[src/rtl/dual_word_fifo_pkg.sv]
package dual_word_fifo_pkg;
   localparam int TRIG_W = 3;

   typedef enum logic [2:0] {
      ADR_CTRL  = 3'd0,
      ADR_STAT  = 3'd1,
      ADR_FLAGS = 3'd2,
      ADR_TXD   = 3'd3,
      ADR_RXD   = 3'd4
   } dwf_addr_e;

   localparam int CTL_RX_FLUSH = 0;
   localparam int CTL_TX_FLUSH = 1;
   localparam int CTL_RX_TRIG  = 2;
   localparam int CTL_TX_TRIG  = 5;

   localparam int FLG_RX_REQ = 0;
   localparam int FLG_TX_REQ = 1;
   localparam int FLG_UNDER  = 4;
   localparam int FLG_OVER   = 5;
endpackage

[src/rtl/dwf_word_queue.sv]
module dwf_word_queue #(
   parameter int W     = 32,
   parameter int DEPTH = 8,
   localparam int PTR_W = (DEPTH > 1) ? $clog2(DEPTH) : 1,
   localparam int CNT_W = $clog2(DEPTH + 1)
) (
   input  logic             clk,
   input  logic             rst_n,
   input  logic             flush,
   input  logic             push,
   input  logic [W-1:0]     push_data,
   input  logic             pop,
   output logic [W-1:0]     head,
   output logic [CNT_W-1:0] count
);
   logic [W-1:0]     store [DEPTH];
   logic [PTR_W-1:0] wr_ptr, rd_ptr, wr_nxt, rd_nxt;
   logic             do_push, do_pop;

   generate
      if (DEPTH < 2) begin : g_bad_depth
         $error("dwf_word_queue: DEPTH must be at least 2");
      end
      if ((DEPTH & (DEPTH - 1)) == 0) begin : g_pow2
         assign wr_nxt = wr_ptr + 1'b1;
         assign rd_nxt = rd_ptr + 1'b1;
      end else begin : g_wrap
         assign wr_nxt = (wr_ptr == PTR_W'(DEPTH - 1)) ? '0 : wr_ptr + 1'b1;
         assign rd_nxt = (rd_ptr == PTR_W'(DEPTH - 1)) ? '0 : rd_ptr + 1'b1;
      end
   endgenerate

   assign do_push = push && (count != CNT_W'(DEPTH)) && !flush;
   assign do_pop  = pop  && (count != '0) && !flush;
   assign head    = store[rd_ptr];

   always_ff @(posedge clk) begin
      if (do_push) store[wr_ptr] <= push_data;
   end

   always_ff @(posedge clk or negedge rst_n) begin
      if (!rst_n) begin
         wr_ptr <= '0;
         rd_ptr <= '0;
         count  <= '0;
      end else if (flush) begin
         wr_ptr <= '0;
         rd_ptr <= '0;
         count  <= '0;
      end else begin
         if (do_push) wr_ptr <= wr_nxt;
         if (do_pop)  rd_ptr <= rd_nxt;
         count <= count + CNT_W'(do_push) - CNT_W'(do_pop);
      end
   end
endmodule

[src/rtl/dwf_flag_unit.sv]
module dwf_flag_unit #(
   parameter int CNT_W  = 4,
   parameter int TRIG_W = 3,
   localparam int CMP_W = (CNT_W > TRIG_W) ? CNT_W : TRIG_W
) (
   input  logic              clk,
   input  logic              rst_n,
   input  logic [CNT_W-1:0]  tx_free,
   input  logic [CNT_W-1:0]  rx_fill,
   input  logic [TRIG_W-1:0] tx_trig,
   input  logic [TRIG_W-1:0] rx_trig,
   input  logic              set_over,
   input  logic              set_under,
   input  logic              clr_over,
   input  logic              clr_under,
   output logic [7:0]        flags
);
   import dual_word_fifo_pkg::*;

   logic over_q, under_q, tx_req, rx_req;

   assign tx_req = CMP_W'(tx_free) > CMP_W'(tx_trig);
   assign rx_req = CMP_W'(rx_fill) > CMP_W'(rx_trig);

   always_ff @(posedge clk or negedge rst_n) begin
      if (!rst_n) begin
         over_q  <= 1'b0;
         under_q <= 1'b0;
      end else begin
         over_q  <= set_over  | (over_q  & ~clr_over);
         under_q <= set_under | (under_q & ~clr_under);
      end
   end

   always_comb begin
      flags             = '0;
      flags[FLG_RX_REQ] = rx_req;
      flags[FLG_TX_REQ] = tx_req;
      flags[FLG_UNDER]  = under_q;
      flags[FLG_OVER]   = over_q;
   end
endmodule

[src/rtl/dual_word_fifo.sv]
module dual_word_fifo #(
   parameter int W     = 32,
   parameter int DEPTH = 8,
   localparam int CNT_W = $clog2(DEPTH + 1)
) (
   input  logic         clk,
   input  logic         rst_n,
   input  logic         reg_wr,
   input  logic         reg_rd,
   input  logic [2:0]   reg_addr,
   input  logic [W-1:0] reg_wdata,
   output logic [W-1:0] reg_rdata,
   output logic         tx_valid,
   input  logic         tx_ready,
   output logic [W-1:0] tx_data,
   input  logic         rx_valid,
   output logic         rx_ready,
   input  logic [W-1:0] rx_data,
   output logic [7:0]   irq_flags
);
   import dual_word_fifo_pkg::*;

   generate
      if (CNT_W > 4) begin : g_bad_cnt
         $error("dual_word_fifo: counts must fit a status nibble (DEPTH <= 15)");
      end
      if (W < 8) begin : g_bad_width
         $error("dual_word_fifo: W must hold a register byte");
      end
   endgenerate

   logic [TRIG_W-1:0] trig_tx, trig_rx;
   logic              pend_tx, pend_rx;
   logic [CNT_W-1:0]  tx_cnt, rx_cnt, tx_free;
   logic [W-1:0]      rx_head;
   logic              wr_ctrl, wr_flags, wr_txd, rd_rxd;
   logic              tx_full, rx_empty, tx_push, tx_pop, rx_push, rx_pop;

   assign wr_ctrl  = reg_wr && (reg_addr == ADR_CTRL);
   assign wr_flags = reg_wr && (reg_addr == ADR_FLAGS);
   assign wr_txd   = reg_wr && (reg_addr == ADR_TXD);
   assign rd_rxd   = reg_rd && (reg_addr == ADR_RXD);

   assign tx_full  = (tx_cnt == CNT_W'(DEPTH));
   assign rx_empty = (rx_cnt == '0);
   assign tx_free  = CNT_W'(DEPTH) - tx_cnt;

   assign tx_push  = wr_txd && !tx_full && !pend_tx;
   assign tx_valid = (tx_cnt != '0) && !pend_tx;
   assign tx_pop   = tx_valid && tx_ready;
   assign rx_ready = (rx_cnt != CNT_W'(DEPTH)) && !pend_rx;
   assign rx_push  = rx_valid && rx_ready;
   assign rx_pop   = rd_rxd && !rx_empty;

   always_ff @(posedge clk or negedge rst_n) begin
      if (!rst_n) begin
         trig_tx <= '0;
         trig_rx <= '0;
         pend_tx <= 1'b0;
         pend_rx <= 1'b0;
      end else begin
         pend_tx <= wr_ctrl && reg_wdata[CTL_TX_FLUSH];
         pend_rx <= wr_ctrl && reg_wdata[CTL_RX_FLUSH];
         if (wr_ctrl) begin
            trig_tx <= reg_wdata[CTL_TX_TRIG +: TRIG_W];
            trig_rx <= reg_wdata[CTL_RX_TRIG +: TRIG_W];
         end
      end
   end

   dwf_word_queue #(.W(W), .DEPTH(DEPTH)) i_txq (
      .clk(clk), .rst_n(rst_n), .flush(pend_tx),
      .push(tx_push), .push_data(reg_wdata), .pop(tx_pop),
      .head(tx_data), .count(tx_cnt)
   );

   dwf_word_queue #(.W(W), .DEPTH(DEPTH)) i_rxq (
      .clk(clk), .rst_n(rst_n), .flush(pend_rx),
      .push(rx_push), .push_data(rx_data), .pop(rx_pop),
      .head(rx_head), .count(rx_cnt)
   );

   dwf_flag_unit #(.CNT_W(CNT_W), .TRIG_W(TRIG_W)) i_flags (
      .clk(clk), .rst_n(rst_n),
      .tx_free(tx_free), .rx_fill(rx_cnt),
      .tx_trig(trig_tx), .rx_trig(trig_rx),
      .set_over(wr_txd && tx_full && !pend_tx),
      .set_under(rd_rxd && rx_empty),
      .clr_over(wr_flags && reg_wdata[FLG_OVER]),
      .clr_under(wr_flags && reg_wdata[FLG_UNDER]),
      .flags(irq_flags)
   );

   always_comb begin
      reg_rdata = '0;
      case (reg_addr)
         ADR_CTRL:  reg_rdata = W'({trig_tx, trig_rx, pend_tx, pend_rx});
         ADR_STAT:  reg_rdata = W'({4'(tx_free), 4'(rx_cnt)});
         ADR_FLAGS: reg_rdata = W'(irq_flags);
         ADR_RXD:   reg_rdata = rx_empty ? '0 : rx_head;
         default:   reg_rdata = '0;
      endcase
   end
endmodule

[config.mk]
export PLATFORM = sky130hd
export DESIGN_NAME = dual_word_fifo
export DESIGN_NICKNAME = d
export VERILOG_FILES = /design/src/rtl/dual_word_fifo_pkg.sv /design/src/rtl/dwf_word_queue.sv /design/src/rtl/dwf_flag_unit.sv /design/src/rtl/dual_word_fifo.sv
export SDC_FILE = /design/constraint.sdc
export NUM_CORES = 1
export LEC_CHECK = 0
export BUFFER_PORTS_ARGS = -buffer_cell sky130_fd_sc_hd__buf_4
export CORE_MARGIN = 4
export CORE_UTILIZATION = 25
export CTS_CLUSTER_DIAMETER = 40
export DETAILED_ROUTE_END_ITERATION = 10
export GPL_ROUTABILITY_DRIVEN = 0
export PLACE_DENSITY = 0.36
export SKIP_CTS_REPAIR_TIMING = 1
export SYNTH_ARGS = -nofsm -noshare
export SYNTH_HDL_FRONTEND = slang
export SYNTH_SLANG_ARGS = --single-unit
[constraint.sdc]
create_clock -name clk -period 10.35 [get_ports clk]
set_input_delay 1.5525 -clock clk [delete_from_list [all_inputs] [get_ports clk]]
set_output_delay 1.5525 -clock clk [all_outputs]
set_load 0.02 [all_outputs]
==> impl_metrics.json <==
{
  "outcome": "finished, final reports clean",
  "p_leak_nw": 9.23,
  "pwr-share-seq": 0.349,
  "avgSynthCellArea_sq_um": 20.7,
  "synthArstFlopShare": 0.0554,
  "synth.distinct_cells": 51,
  "p_int_mw": 5.71,
  "worstSkewPairLatency_ns": 0.65,
  "yosys_warnings": 0,
  "fin_setup_tns_ns": 0,
  "cts_tree": "built",
  "clockPowerShare": 0.420,
  "dpl_worst_slack_ns": 5.52,
  "fp.dieH_microns": 301,
  "ys.flop_type": "edfxtp_1",
  "postLayoutCoreUtil": 0.323,
  "syn-instance-count": 1034,
  "p_sw_mw": 2.36,
  "grt_pass1_wl_microns": 79600,
  "initial_core_util": 0.252,
  "critical_path.max_fanout": 41,
  "core_sq_mm": 0.0850,
  "syn_area_sq_mm": 0.0214,
  "reg2reg_depth": 7,
  "worstMarginPinSlew_ns": 1.01,
  "grt_max_degree": 51,
  "fin_crit_ns": 5.33,
  "synth_edf_count": 512,
  "total_power_mw": 8.06,
  "report.final.slew_viol_count": 0,
  "fin_skew_ns": 0.0563,
  "viasPerCell": 4.21,
  "die_area_sq_mm": 0.0903,
  "post-route-period-util": 0.515,
  "fin_hold_ws_ns": 0.529,
  "globalRouteTotalUtil": 0.120,
  "wl_microns": 53700,
  "htreeDepth": 3,
  "grt-ovfl-total": 0,
  "yosysSeqAreaShare": 0.754,
  "cts.sinks": 542,
  "vdd_drop_max_v": 0.000135,
  "cp-start-kind": "flip-flop",
  "core.rowCount": 107,
  "fill_cells": 8190,
  "cts_buffer_depth": 3,
  "path_clk_slew_ns": 0.05,
  "finalHoldViolCount": 0,
  "finalSetupViolCount": 0,
  "wl_per_cell_microns": 21.6,
  "power_frac_comb": 0.230,
  "clockRootBuffer": "clkbuf_16",
  "ys_ff_latch": 542,
  "post-dp-hpwl_microns": 29700,
  "drt_iter0_markers": 530,
  "worst_setup_path_end_kind": "output port",
  "grt_pass1_vias": 11670,
  "io_pins": 147,
  "maxSlewHeadroom": 0.326,
  "fmax_mhz": 188,
  "drc": 0,
  "cts_buffers": 100,
  "setup_ws_ns": 5.02,
  "swShare": 0.292,
  "final_antenna_net_count": 0,
  "final_cell_mix": "edfxtp_1 (512), buf_4 (165), mux4_2 (128)",
  "hold_path.class": "reg2reg",
  "crit_arrival_ns": 3.78,
  "area_growth_pct": 28.5,
  "antenna_found_initial": 3,
  "path_class": "reg2out",
  "final_common_cell": "edfxtp_1",
  "powerDensity_mw_per_mm2": 293,
  "port_buffers": 142,
  "final_nets": 1350,
  "firstDrtPassIters": 4,
  "whs_path_depth": 1,
  "rsz0062_at_grt": "false",
  "cap_violations": 0,
  "num_vias": 10452,
  "die_w_microns": 301,
  "drive_above_1_share": 0.394,
  "required_ns": 8.80
}
-- power groups by stage --
| stage | combinational [mW] | sequential, mW | clock [mW] |
|---|---|---|---|
| finish | 1.86 | 2.82 | 3.39 |
| global route | 2.05 | 2.85 | 3.60 |
| CTS | 1.93 | 2.83 | 3.48 |
| detailed placement | 1.93 | 2.87 | 0 |
| global placement | 1.93 | 2.87 | 0 |
| floorplan | 1.40 | 2.72 | 0 |
-- synthesized netlist by cell type (3+ instances only) --
cell type / number / area share
xor2_1: 6 / 0.0025
nor2_1: 35 / 0.0061
nor3_1: 5 / 0.0012
clkbuf_1: 18 / 0.0032
buf_4: 14 / 0.0049
o21ai_1: 10 / 0.0023
edfxtp_1: 512 / 0.72
nand3_1: 6 / 0.0014
nor3b_2: 3 / 0.0018
buf_1: 3 / 0.00053
ha_1: 24 / 0.014
a21oi_1: 33 / 0.0077
o21ai_0: 4 / 0.00094
buf_6: 6 / 0.0032
dfrtp_1: 30 / 0.035
xnor2_1: 5 / 0.0020
inv_1: 20 / 0.0035
buf_2: 12 / 0.0028
mux2i_1: 10 / 0.0047
mux4_2: 128 / 0.13
nor2b_1: 8 / 0.0023
nand2_1: 63 / 0.011
mux2_2: 32 / 0.017
a22oi_1: 4 / 0.0014
nand2b_1: 7 / 0.0020
-- layer usage --
metal / GRT usage / part of all wire
met5: 0 / 0.00017
met4: 0.0358 / 0.019
met3: 0.0297 / 0.056
met2: 0.202 / 0.49
met1: 0.153 / 0.43
-- kinds of logic (layout without fill, tap and decap cells) --
group                    Yosys count  count (layout)  synth area share
other                              1               6          0.000175
adder cells (fa/ha/maj)           26              26            0.0159
AND/OR/NAND/NOR                  145             145            0.0330
flip-flops                       542             542             0.754
XOR/XNOR                          11              11           0.00450
multiplexers                     172             172             0.157
AO/OA/AOI/OAI                     63              63            0.0174
buffers and inverters             74             375            0.0182
-- state kept, by name (all words and copies together) (netlist names) --
register / count
i_txq.rd_ptr: 3
i_txq.wr_ptr: 3
pend_tx: 1
i_flags.under_q: 1
i_txq.store: 256
i_rxq.wr_ptr: 3
i_txq.count: 4
i_rxq.count: 4
i_rxq.rd_ptr: 3
pend_rx: 1
trig_rx: 3
trig_tx: 3
i_flags.over_q: 1
i_rxq.store: 256
-- final timing paths --
kind | start | end | slack (ns)
worst max-delay path | i_rxq.rd_ptr[0] | reg_rdata[1] | 5.02
worst min-delay path | trig_tx[0] | trig_tx[0] | 0.53
worst max register to register | i_txq.count[1] | i_txq.store[6][0] | 7.38
worst min register to register | trig_tx[0] | trig_tx[0] | 0.53
max in group asynchronous | rst_n | i_txq.rd_ptr[0] | 9.09
min in group asynchronous | rst_n | trig_tx[1] | 0.86
-- critical path, stage by stage, from the launching register on --
cell and delay (ns):
dfrtp_4 0.78, buf_4 0.80, mux4_2 0.59, mux2i_1 0.16
nor2_1 0.08, or3_1 0.47, buf_4 0.22
-- stage by stage --
stage,instance area [sq um],cells
floorplan,21400,1037
CTS,27500,2482
finish,27500,2484
global placement,23900,2293
global route,27500,2482
detailed placement,23900,2293
-- area by class of cell --
type                            instances  area (sq um)  share of cell area
Multi-Input combinational cell        421          5000               0.182
Sequential cell                       542         16100               0.587
Inverter                               21          78.8             0.00287
Antenna cell                            2          5.00            0.000182
Clock inverter                         79          1050              0.0381
Clock buffer                          110          2550              0.0928
Tap cell                             1144          1430              0.0521
Timing Repair Buffer                  165          1240              0.0451
(Power assumes the default switching activity.)
